## src/rtl/dsp_sched_pkg.sv

```systemverilog
// Shared types and helpers for the dual-list dispatch scheduler.
// Assumes: list identifiers fit in one bit; slot counts are at least 1.
package dsp_sched_pkg;

    typedef enum logic {
        LIST_XFER = 1'b0,
        LIST_TM   = 1'b1
    } list_id_e;

    // Index width for a vector of n slots (never below one bit).
    function automatic int unsigned idx_width(input int unsigned n);
        return (n > 1) ? $clog2(n) : 1;
    endfunction

endpackage

```

## src/rtl/onehot_to_index.sv

```systemverilog
// Converts a one-hot (or all-zero) vector to the binary index of its set bit.
// Assumes: at most one bit of onehot is set; all-zero gives index 0.
module onehot_to_index #(
    parameter int unsigned N = 8,
    parameter int unsigned W = 3
) (
    input  logic [N-1:0] onehot,
    output logic [W-1:0] index
);

    // OR together the indices of all set bits.
    always_comb begin
        index = '0;
        for (int i = 0; i < N; i++) begin
            if (onehot[i]) begin
                index = index | W'(i);
            end
        end
    end

endmodule

```

## src/rtl/slot_order_tracker.sv

```systemverilog
// Tracks one request list: detects rising doorbell bits, keeps their arrival
// order in an age matrix, marks accepted slots in flight and presents the
// oldest eligible slot.
// Assumes: grant is zero or one-hot and only names a slot that was presented.
//          older[j][i] = 1 means slot j rang before slot i (valid among queued).
module slot_order_tracker #(
    parameter int unsigned SLOTS = 8,
    parameter int unsigned IDX_W = 3
) (
    input  logic             clk,
    input  logic             rst_n,
    input  logic [SLOTS-1:0] doorbell,
    input  logic [SLOTS-1:0] grant,
    output logic             head_valid,
    output logic [IDX_W-1:0] head_idx
);

    logic [SLOTS-1:0] db_q;
    logic [SLOTS-1:0] queued;
    logic [SLOTS-1:0] inflight;
    logic [SLOTS-1:0] rise;
    logic [SLOTS-1:0] keep;
    logic [SLOTS-1:0] blocked;
    logic [SLOTS-1:0] head;
    logic [SLOTS-1:0] older [SLOTS];

    // New requests this cycle, and queued ones that survive this cycle.
    always_comb begin
        rise = doorbell & ~db_q;
        keep = queued & doorbell & ~grant;
    end

    // A surviving slot is blocked when any older surviving slot exists.
    always_comb begin
        for (int i = 0; i < SLOTS; i++) begin
            blocked[i] = 1'b0;
            for (int j = 0; j < SLOTS; j++) begin
                if (j != i && older[j][i] && keep[j]) begin
                    blocked[i] = 1'b1;
                end
            end
        end
        head = keep & ~blocked;
    end

    assign head_valid = |head;

    onehot_to_index #(
        .N (SLOTS),
        .W (IDX_W)
    ) u_head_enc (
        .onehot (head),
        .index  (head_idx)
    );

    // Doorbell history, queued set and in-flight set.
    always_ff @(posedge clk) begin
        if (!rst_n) begin
            db_q     <= '0;
            queued   <= '0;
            inflight <= '0;
        end else begin
            db_q     <= doorbell;
            queued   <= rise | keep;
            inflight <= doorbell & (inflight | grant);
        end
    end

    // Age matrix: a new slot is younger than all survivors; ties by index.
    always_ff @(posedge clk) begin
        if (!rst_n) begin
            for (int j = 0; j < SLOTS; j++) begin
                older[j] <= '0;
            end
        end else begin
            for (int j = 0; j < SLOTS; j++) begin
                for (int i = 0; i < SLOTS; i++) begin
                    if (rise[j]) begin
                        older[j][i] <= rise[i] && (j < i);
                    end else if (rise[i]) begin
                        older[j][i] <= keep[j];
                    end
                end
            end
        end
    end

    // The age matrix must never present two oldest slots.
    assert_single_head_R3: assert property (@(posedge clk) disable iff (!rst_n)
        $onehot0(head));

    // An in-flight slot is never granted a second time.
    assert_no_redispatch_R7: assert property (@(posedge clk) disable iff (!rst_n)
        (grant & inflight) == '0);

    // Only a slot still held in the order may be granted.
    assert_grant_from_queue_R8: assert property (@(posedge clk) disable iff (!rst_n)
        (grant & ~queued) == '0);

endmodule

```

## src/rtl/req_dispatch_sched.sv

```systemverilog
// Dual-list dispatch scheduler: one order tracker per list, strict priority of
// the task-management list, and a registered offer held under valid/ready.
// Assumes: doorbell bits stay high until completion or abort; the offer is
//          withdrawn when its doorbell bit drops before acceptance.
module req_dispatch_sched #(
    parameter int unsigned TM_SLOTS   = 8,
    parameter int unsigned XFER_SLOTS = 32,
    localparam int unsigned TM_W   = dsp_sched_pkg::idx_width(TM_SLOTS),
    localparam int unsigned XF_W   = dsp_sched_pkg::idx_width(XFER_SLOTS),
    localparam int unsigned SLOT_W = (TM_W > XF_W) ? TM_W : XF_W
) (
    input  logic                  clk,
    input  logic                  rst_n,
    input  logic [TM_SLOTS-1:0]   tm_doorbell,
    input  logic [XFER_SLOTS-1:0] xfer_doorbell,
    input  logic                  disp_ready,
    output logic                  disp_valid,
    output logic                  disp_list,
    output logic [SLOT_W-1:0]     disp_slot
);
    import dsp_sched_pkg::*;

    logic                  off_valid;
    list_id_e              off_list;
    logic [SLOT_W-1:0]     off_slot;
    logic                  accept;
    logic                  offered_db;
    logic                  withdraw;
    logic                  load;
    logic [TM_SLOTS-1:0]   tm_grant;
    logic [XFER_SLOTS-1:0] xf_grant;
    logic                  tm_hv;
    logic                  xf_hv;
    logic [TM_W-1:0]       tm_idx;
    logic [XF_W-1:0]       xf_idx;
    logic                  sel_valid;
    list_id_e              sel_list;
    logic [SLOT_W-1:0]     sel_slot;

    // Handshake outcome and doorbell state of the slot on offer.
    always_comb begin
        accept     = off_valid & disp_ready;
        offered_db = (off_list == LIST_TM) ? tm_doorbell[off_slot[TM_W-1:0]]
                                           : xfer_doorbell[off_slot[XF_W-1:0]];
        withdraw   = off_valid & ~offered_db;
        load       = ~off_valid | accept | withdraw;
    end

    // One-hot grant into the list that owned the accepted offer.
    always_comb begin
        tm_grant = '0;
        xf_grant = '0;
        if (accept && off_list == LIST_TM) begin
            tm_grant[off_slot[TM_W-1:0]] = 1'b1;
        end
        if (accept && off_list == LIST_XFER) begin
            xf_grant[off_slot[XF_W-1:0]] = 1'b1;
        end
    end

    slot_order_tracker #(
        .SLOTS (TM_SLOTS),
        .IDX_W (TM_W)
    ) u_tm_order (
        .clk        (clk),
        .rst_n      (rst_n),
        .doorbell   (tm_doorbell),
        .grant      (tm_grant),
        .head_valid (tm_hv),
        .head_idx   (tm_idx)
    );

    slot_order_tracker #(
        .SLOTS (XFER_SLOTS),
        .IDX_W (XF_W)
    ) u_xfer_order (
        .clk        (clk),
        .rst_n      (rst_n),
        .doorbell   (xfer_doorbell),
        .grant      (xf_grant),
        .head_valid (xf_hv),
        .head_idx   (xf_idx)
    );

    // Strict priority: task-management head first, transfer head otherwise.
    always_comb begin
        sel_valid = tm_hv | xf_hv;
        sel_list  = tm_hv ? LIST_TM : LIST_XFER;
        sel_slot  = tm_hv ? SLOT_W'(tm_idx) : SLOT_W'(xf_idx);
    end

    // Offer register: reloads only when empty, accepted or withdrawn.
    always_ff @(posedge clk) begin
        if (!rst_n) begin
            off_valid <= 1'b0;
            off_list  <= LIST_XFER;
            off_slot  <= '0;
        end else if (load) begin
            off_valid <= sel_valid;
            off_list  <= sel_list;
            off_slot  <= sel_slot;
        end
    end

    assign disp_valid = off_valid;
    assign disp_list  = off_list;
    assign disp_slot  = off_slot;

    // A stalled offer with a live doorbell is held unchanged.
    assert_hold_offer_R6: assert property (@(posedge clk) disable iff (!rst_n)
        (off_valid && !disp_ready && offered_db)
        |=> (disp_valid && $stable(disp_slot) && $stable(disp_list)));

    // A task-management slot wins whenever a new offer is chosen.
    assert_tm_first_R2: assert property (@(posedge clk) disable iff (!rst_n)
        (load && tm_hv) |=> (disp_valid && disp_list == LIST_TM));

    // An aborted offer does not survive the next edge.
    assert_withdraw_R9: assert property (@(posedge clk) disable iff (!rst_n)
        (off_valid && !offered_db)
        |=> !(disp_valid && disp_list == $past(disp_list)
              && disp_slot == $past(disp_slot)));

endmodule

```

## config.mk

```make
export PLATFORM = sky130hd
export DESIGN_NAME = req_dispatch_sched
export DESIGN_NICKNAME = d
export VERILOG_FILES = /design/src/rtl/dsp_sched_pkg.sv /design/src/rtl/onehot_to_index.sv /design/src/rtl/slot_order_tracker.sv /design/src/rtl/req_dispatch_sched.sv
export SDC_FILE = /design/constraint.sdc
export NUM_CORES = 2
export LEC_CHECK = 0
export BUFFER_PORTS_ARGS = -buffer_cell sky130_fd_sc_hd__buf_2
export CORE_MARGIN = 2
export CORE_UTILIZATION = 40
export CTS_BUF_LIST = sky130_fd_sc_hd__clkbuf_4 sky130_fd_sc_hd__clkbuf_8
export CTS_CLUSTER_SIZE = 24
export DETAILED_ROUTE_END_ITERATION = 8
export GPL_TIMING_DRIVEN = 0
export HOLD_SLACK_MARGIN = 0.06
export PLACE_DENSITY_LB_ADDON = 0.15
export SLEW_MARGIN = 20
export SYNTH_ARGS = -nofsm -noshare
export SYNTH_HDL_FRONTEND = slang
export SYNTH_SLANG_ARGS = --single-unit
```

## constraint.sdc

```tcl
create_clock -name clk -period 3.2 [get_ports clk]
set_input_delay 0.64 -clock clk [delete_from_list [all_inputs] [get_ports clk]]
set_output_delay 0.64 -clock clk [all_outputs]
set_load 0.1 [all_outputs]
```

# Yosys cells after proc, flatten, opt, wreduce, memory -nomap -nowiden
# Memories as Yosys holds them, arrays and structs flattened.
# Cells that the tools add are included.
[classes]
muxes = 6666
bitwise_logic = 2200
order_cmp = 4
n_eq_ne = 1
reduce_logical = 1054
[op_table]
columns = ["op", "n"]
rows = [
  ["1-bit two-way mux", 6621],
  ["1-bit bitwise OR", 2179],
  ["1-bit logical AND", 1052],
  ["32-bit AND", 4],
  ["32-bit NOT", 3],
  ["5-bit two-way mux", 19],
  ["8-bit AND", 4],
  ["32-bit two-way mux", 1],
  ["4-bit two-way mux", 8],
  ["32-bit bitwise OR", 1],
  ["32-bit OR reduction", 1],
  ["3-bit two-way mux", 8],
  ["8-bit NOT", 3],
  ["2-bit two-way mux", 4],
  ["8-bit two-way mux", 1],
  ["8-bit bitwise OR", 1],
  ["8-bit OR reduction", 1],
  ["5-bit by 6-bit less-than comparator with 1-bit output (second input constant)", 1],
  ["1-bit binary-select mux with 5-bit select", 1],
  ["1-bit demux with 5-bit select", 1],
  ["5-bit by 1-bit greater-or-equal comparator with 1-bit output (second input constant)", 1],
  ["3-bit by 4-bit less-than comparator with 1-bit output (second input constant)", 1],
  ["1-bit binary-select mux with 3-bit select", 1],
  ["1-bit demux with 3-bit select", 1],
  ["other kinds (4)", 7],
]
[word_totals]
mem_bits_rw = 1088
n_memories = 2
wordCells = 9934
output_inout_bits = 7
regBits = 87
[mem_list]
columns = ["memory", "depth", "word_bits", "read_ports", "rd_ports_with_merged_regs", "write_ports", "line", "rtl"]
rows = [
  ["u_xfer_order.older", 32, 32, 32, 0, 32, "slot_order_tracker.sv:25", "logic [SLOTS-1:0] older [SLOTS];"],
  ["u_tm_order.older", 8, 8, 8, 0, 8, "slot_order_tracker.sv:25", ""],
]

# Logic depth before layout (Yosys ltp)
[depth]
depth_word = 75
depth_mapped = 14

# Cells and area by module
# From an unflattened synthesis, not the netlist that was laid out.
[unflattened]
cells_unflattened = 5348
area_unflattened_um2 = 54496.0
[by_module_without_submodules]
columns = ["module", "area_each_um2", "instances", "seq_area_each_um2", "cells_per_inst"]
rows = [
  ["slot_order_tracker (u_xfer_order)", 49875.3, 1, 31069.8, 4855],
  ["slot_order_tracker (u_tm_order)", 3434.5, 1, 2001.9, 332],
  ["req_dispatch_sched", 1026.0, 1, 140.1, 134],
  ["onehot_to_index (u_xfer_order.u_head_enc)", 137.6, 1, 0.0, 24],
  ["onehot_to_index (u_tm_order.u_head_enc)", 22.5, 1, 0.0, 3],
]

# Worst setup path after synthesis
# Ideal clock, no wire load.
[synth_timing]
kind = "flip-flop to flip-flop"
from = "register off_slot[0], in the netlist disp_slot[0]"
to = "register off_valid, in the netlist disp_valid"
setup_ps = 120
slack_ps = -383
t_required_ps = 3080
path_stages_with_launch = 12
arrival_ps = 3463
path_buffers = 3
path_cell_list = "dfxtp_1 -> buf_2 -> buf_2 -> buf_2 -> mux4_2 -> a311oi_1 -> nand3_1 -> nand3_1 -> o2111ai_1 -> nor2_2 -> nand4_1 -> o31a_1"
[synth_between]
elab_chain_len = 45
elab_cells_between_ends = 2130
classes_between = "order compare: 4; eq/ne: 1; mux: 1061; bitwise: 12; reduce/logical: 1052"
[synth_lines]
columns = ["element", "line", "rtl"]
rows = [
  ["start, declared", "req_dispatch_sched.sv:25", "logic [SLOT_W-1:0] off_slot;"],
  ["start signal, assigned", "req_dispatch_sched.sv:101", "off_slot <= sel_slot;"],
  ["5-bit by 6-bit less-than comparator with 1-bit output (not written as such) or 5-bit by 1-bit greater-or-equal comparator with 1-bit output (tied branches)", "req_dispatch_sched.sv:57", "xf_grant[off_slot[XF_W-1:0]] = 1'b1;"],
  ["1-bit logical AND (not written as such)", "req_dispatch_sched.sv:57", ""],
  ["1-bit two-way mux (not written as such)", "req_dispatch_sched.sv:57", ""],
  ["1-bit demux with 5-bit select", "req_dispatch_sched.sv:57", ""],
  ["32-bit two-way mux", "req_dispatch_sched.sv:56", "if (accept && off_list == LIST_XFER) begin"],
  ["32-bit NOT", "slot_order_tracker.sv:30", "keep = queued & doorbell & ~grant;"],
  ["32-bit AND", "slot_order_tracker.sv:30", ""],
  ["1-bit logical AND", "slot_order_tracker.sv:38", "if (j != i && older[j][i] && keep[j]) begin"],
  ["1-bit two-way mux (31 in series)", "slot_order_tracker.sv:38", ""],
  ["32-bit NOT", "slot_order_tracker.sv:43", "head = keep & ~blocked;"],
  ["32-bit AND", "slot_order_tracker.sv:43", ""],
  ["32-bit OR reduction", "slot_order_tracker.sv:46", "assign head_valid = |head;"],
  ["1-bit bitwise OR", "req_dispatch_sched.sv:87", "sel_valid = tm_hv | xf_hv;"],
  ["1-bit two-way mux", "req_dispatch_sched.sv:98", "end else if (load) begin"],
  ["1-bit two-way mux", "req_dispatch_sched.sv:94", "if (!rst_n) begin"],
  ["end signal, assigned", "req_dispatch_sched.sv:99", "off_valid <= sel_valid;"],
  ["end, declared", "req_dispatch_sched.sv:23", "logic off_valid;"],
]
# Several ways; a longest one is shown, not always the timed one. The select of a mux whose other input is x is not followed.
# A chain may end at the register's enable or synchronous reset.

# Worst setup path in the final report
[layout_timing]
from = "register u_xfer_order.queued[3]"
to = "register off_slot[0], in the netlist disp_slot[0]"
[layout_between]
elab_chain_len = 68
elab_cells_between_ends = 474
classes_between = "mux: 455; bitwise: 4; reduce/logical: 15"
[layout_lines]
columns = ["element", "line", "rtl"]
rows = [
  ["start, declared", "slot_order_tracker.sv:19", "logic [SLOTS-1:0] queued;"],
  ["start signal, assigned", "slot_order_tracker.sv:64", "queued <= rise | keep;"],
  ["32-bit AND * (2 in series)", "slot_order_tracker.sv:30", ""],
  ["1-bit logical AND", "slot_order_tracker.sv:38", ""],
  ["1-bit two-way mux (29 in series)", "slot_order_tracker.sv:38", ""],
  ["32-bit NOT", "slot_order_tracker.sv:43", ""],
  ["32-bit AND *", "slot_order_tracker.sv:43", ""],
  ["1-bit two-way mux", "onehot_to_index.sv:15", "if (onehot[i]) begin"],
  ["2-bit two-way mux (2 in series)", "onehot_to_index.sv:15", ""],
  ["3-bit two-way mux (4 in series)", "onehot_to_index.sv:15", ""],
  ["4-bit two-way mux (8 in series)", "onehot_to_index.sv:15", ""],
  ["5-bit two-way mux (15 in series)", "onehot_to_index.sv:15", ""],
  ["5-bit two-way mux *", "onehot_to_index.sv:15", ""],
  ["5-bit two-way mux *", "req_dispatch_sched.sv:89", "sel_slot = tm_hv ? SLOT_W'(tm_idx) : SLOT_W'(xf_idx);"],
  ["5-bit two-way mux *", "req_dispatch_sched.sv:98", ""],
  ["5-bit two-way mux *", "req_dispatch_sched.sv:94", ""],
]
# Mark *: on every way between the ends. The rest lies on a longest branch, timed or not. The select of a mux whose other input is x is not followed.

==> run metrics <==
status=finished, violations left; violations in the final reports=DRC, setup timing; Switch Pwr=roughly 12 mW; CTS tree=done; synth unique cells=68; Iter 0 DRT Violations=around 11k; DRC Markers=6; slew at the pin closest to its max-slew limit=1.41 ns; CP endpoint kind=flip-flop; Post-synth EDFFs=~1.0k; Synth Register Bits=1135; clock-pin transition on the worst setup and hold timing paths=around 0.06 ns; register area=33200 um2; area of the multi-input gates=about 18000 um2; Setup WS pre-CTS=-3.15 ns; final setup fails=between 150 and 200; layout cell share with drive strength beyond 1=0.155; IO Count=50; Synth top area share=0.602; Clock Path Buffers=3; final instance area=62400 um2; Seq/Total Area, Yosys=0.635; Slew Limit Headroom=0.0614; DR vias/cell=6.80; Fin. Hold Viols=0; Power Density=between 600 and 700 nW/um2; skew final=0.0457 ns; via count=slightly above 50k; std cell rows=about 130; Reg power frac=0.466; H-tree depth=4; FFs w/ async S/R, synth=0; DP HPWL=between 200000 and 250000 um; Comb pwr share=0.167; clock latency on the worst-skew pair=1.01 ns; dpl cell area=between 50000 and 60000 um2; LEAKAGE=~24 nW; total negative setup slack=-13.36 ns; Core Area=130000 um2; post-route antenna net violation count=0; main flop type after synthesis=edfxtp_1; critical path arrival=around 4.7 ns; Cells after Synth=slightly above 5k; final wirelength=between 300000 and 400000 um; area leader, netlist=edfxtp_1; initial core utilization=0.403; Max Fclk=about 260 MHz; total track usage=0.465; global-route wire length before repair=approximately 410000 um; top-count cell post-synth=nand2_1; Remaining Overflow, GRT=0; fin nets=~5.6k; total power=roughly 38 mW; Final Critical Period=3.84 ns; largest net degree at the start of global routing=19; Internal Power=25.8 mW; FILL cells=12.3k; final worst slack=-0.643 ns; Num Clock Sinks=roughly 1.1k; Ys Warns=0; Placer Congestion=around 1.1; worst hold path type=input pin to flip-flop; RSZ-0062 raised after global routing=true; Worst VDD drop=0.416 mV; Max Slew Vio Count=0; Crit Path Category=flip-flop to flip-flop; startpoint type of the worst setup path=flip-flop; Final Cycle Share=1.20; Critical Path RT=between 4 and 5 ns; routed len/inst=42.3 um; Die Y=365 um; Num CTS Buffers=approximately 200; Pre-antenna DRT Iters=9; initial antenna violation count=24; CTS root buffer=clkbuf_8; area grow syn2layout=19.4%; Max Cap Violations=0; Die Area=between 100000 and 150000 um2; sw frac=0.322; vias in the first global route=46.3k; Syn Nets=roughly 5.2k; Cell Area, Synth=52300 um2; crit path max fanout=10; Buffers on Ports=between 40 and 50; Synth area leaders=edfxtp_1 (60%), nand2_1 (8.3%), nor2_1 (7.8%); Mean Syn Cell Area=approximately 10 um2; most frequent cells after synthesis=nand2_1 (1159), nor2_1 (1084), edfxtp_1 (1048), clkbuf_1 (433), a22oi_1 (247); Clock power frac=0.367; Die W=365 um
state kept, by name, summed over array words and instances, names as in the netlist:
name	flops
u_tm_order.db_q	8
disp_list	1
disp_valid	1
u_tm_order.queued	8
u_tm_order.older	56
u_xfer_order.db_q	32
u_xfer_order.queued	32
disp_slot	5
u_xfer_order.older	992
cell families after synthesis:
group                  synth area share
AOI/OAI and AO/OA                0.0974
buffers and inverters            0.0445
DFF                               0.635
muxes                           0.00469
and+or+nand+nor                   0.218
critical path, cell delays in order (launching register included):
cell,delay (ns)
dfxtp_1,0.67
nand2_1,0.15
a21oi_2,0.36
buf_6,0.28
buf_6,0.29
buf_4,0.33
a22oi_1,0.11
nand4_1,0.33
nor4_4,0.10
nand3b_1,0.43
nor4_4,0.49
o21ai_1,0.13
power groups by stage:
| stage | Clock [mW] | Sequential [mW] | Combinational, mW |
|---|---|---|---|
| after floorplan | 0 | 17.9 | 2.26 |
| after global placement | 0 | 17.9 | 5.08 |
| after detailed placement | 0 | 18.0 | 5.15 |
| after CTS | 13.7 | 17.7 | 5.73 |
| after global routing | 14.2 | 17.8 | 6.17 |
| final | 14.0 | 17.7 | 6.35 |
layout make-up:
cell class / instances / share of cell area
antenna: 22 / 0.000882
buffer: 537 / 0.0502
clock buffer: 296 / 0.0567
clock inverter: 73 / 0.00664
inverter: 46 / 0.00277
multi-input combinational: 3422 / 0.288
sequential: 1135 / 0.533
tap: 1742 / 0.0349
timing repair buffer: 191 / 0.0267
cells in the final DEF, fill, tap and decap left out, drive strengths merged, types with 52 or more instances in the layout:
| cell | n |
|---|---|
| a21oi | 123 |
| clkinv | 64 |
| nand2 | 1159 |
| nand3 | 187 |
| a22oi | 247 |
| and2 | 52 |
| clkbuf | 720 |
| a221oi | 88 |
| inv | 55 |
| edfxtp | 1048 |
| dfxtp | 87 |
| buf | 278 |
| nor2 | 1085 |
| nand4 | 54 |
| a22o | 88 |
stage by stage:
step | hold slack [ns] | cells | util
after global placement | 0.532 | 6932 | 0.422
after floorplan | 0.520 | 5146 | -
after CTS | 0.0600 | 7418 | 0.476
after global routing | 0.0986 | 7446 | 0.481
after detailed placement | 0.538 | 6942 | 0.424
final | 0.103 | 7464 | 0.481
worst paths after layout:
path / startpoint / endpoint / slack (ns) / cells after the start
hold reg to reg: u_tm_order.db_q[2]$_SDFF_PN0_ / u_tm_order.older[0][16]$_SDFFCE_PN0P_ / 0.56 / 1
setup reg to reg: u_xfer_order.queued[3]$_SDFF_PN0_ / disp_slot[0]$_SDFFE_PN0P_ / -0.64 / 11
setup / recovery: u_xfer_order.queued[3]$_SDFF_PN0_ / disp_slot[0]$_SDFFE_PN0P_ / -0.64 / 11
hold / removal: xfer_doorbell[31] / u_xfer_order.db_q[31]$_SDFF_PN0_ / 0.10 / 2
routing by layer:
layer / GRT usage / part of all wire / vias to the layer above
met5: 0 / 0.00039 / -
met4: 0.393 / 0.11 / 12
met3: 0.198 / 0.17 / 1536
met2: 0.640 / 0.40 / 5534
met1: 0.560 / 0.33 / 24800
li1: - / - / 18800
what timing repair did:
| action | in CTS | in global routing |
|---|---|---|
| hold endpoints to repair | 25 | 0 |
| pin swaps | 65 | 47 |
| endpoints found under the setup margin | 1023 | 137 |
| gates cloned | 1 | 2 |
| setup buffers | 85 | 25 |
| resized for setup | 479 | 89 |
| hold buffers | 24 | 0 |
Note: power is estimated with default switching activity, not from simulation.
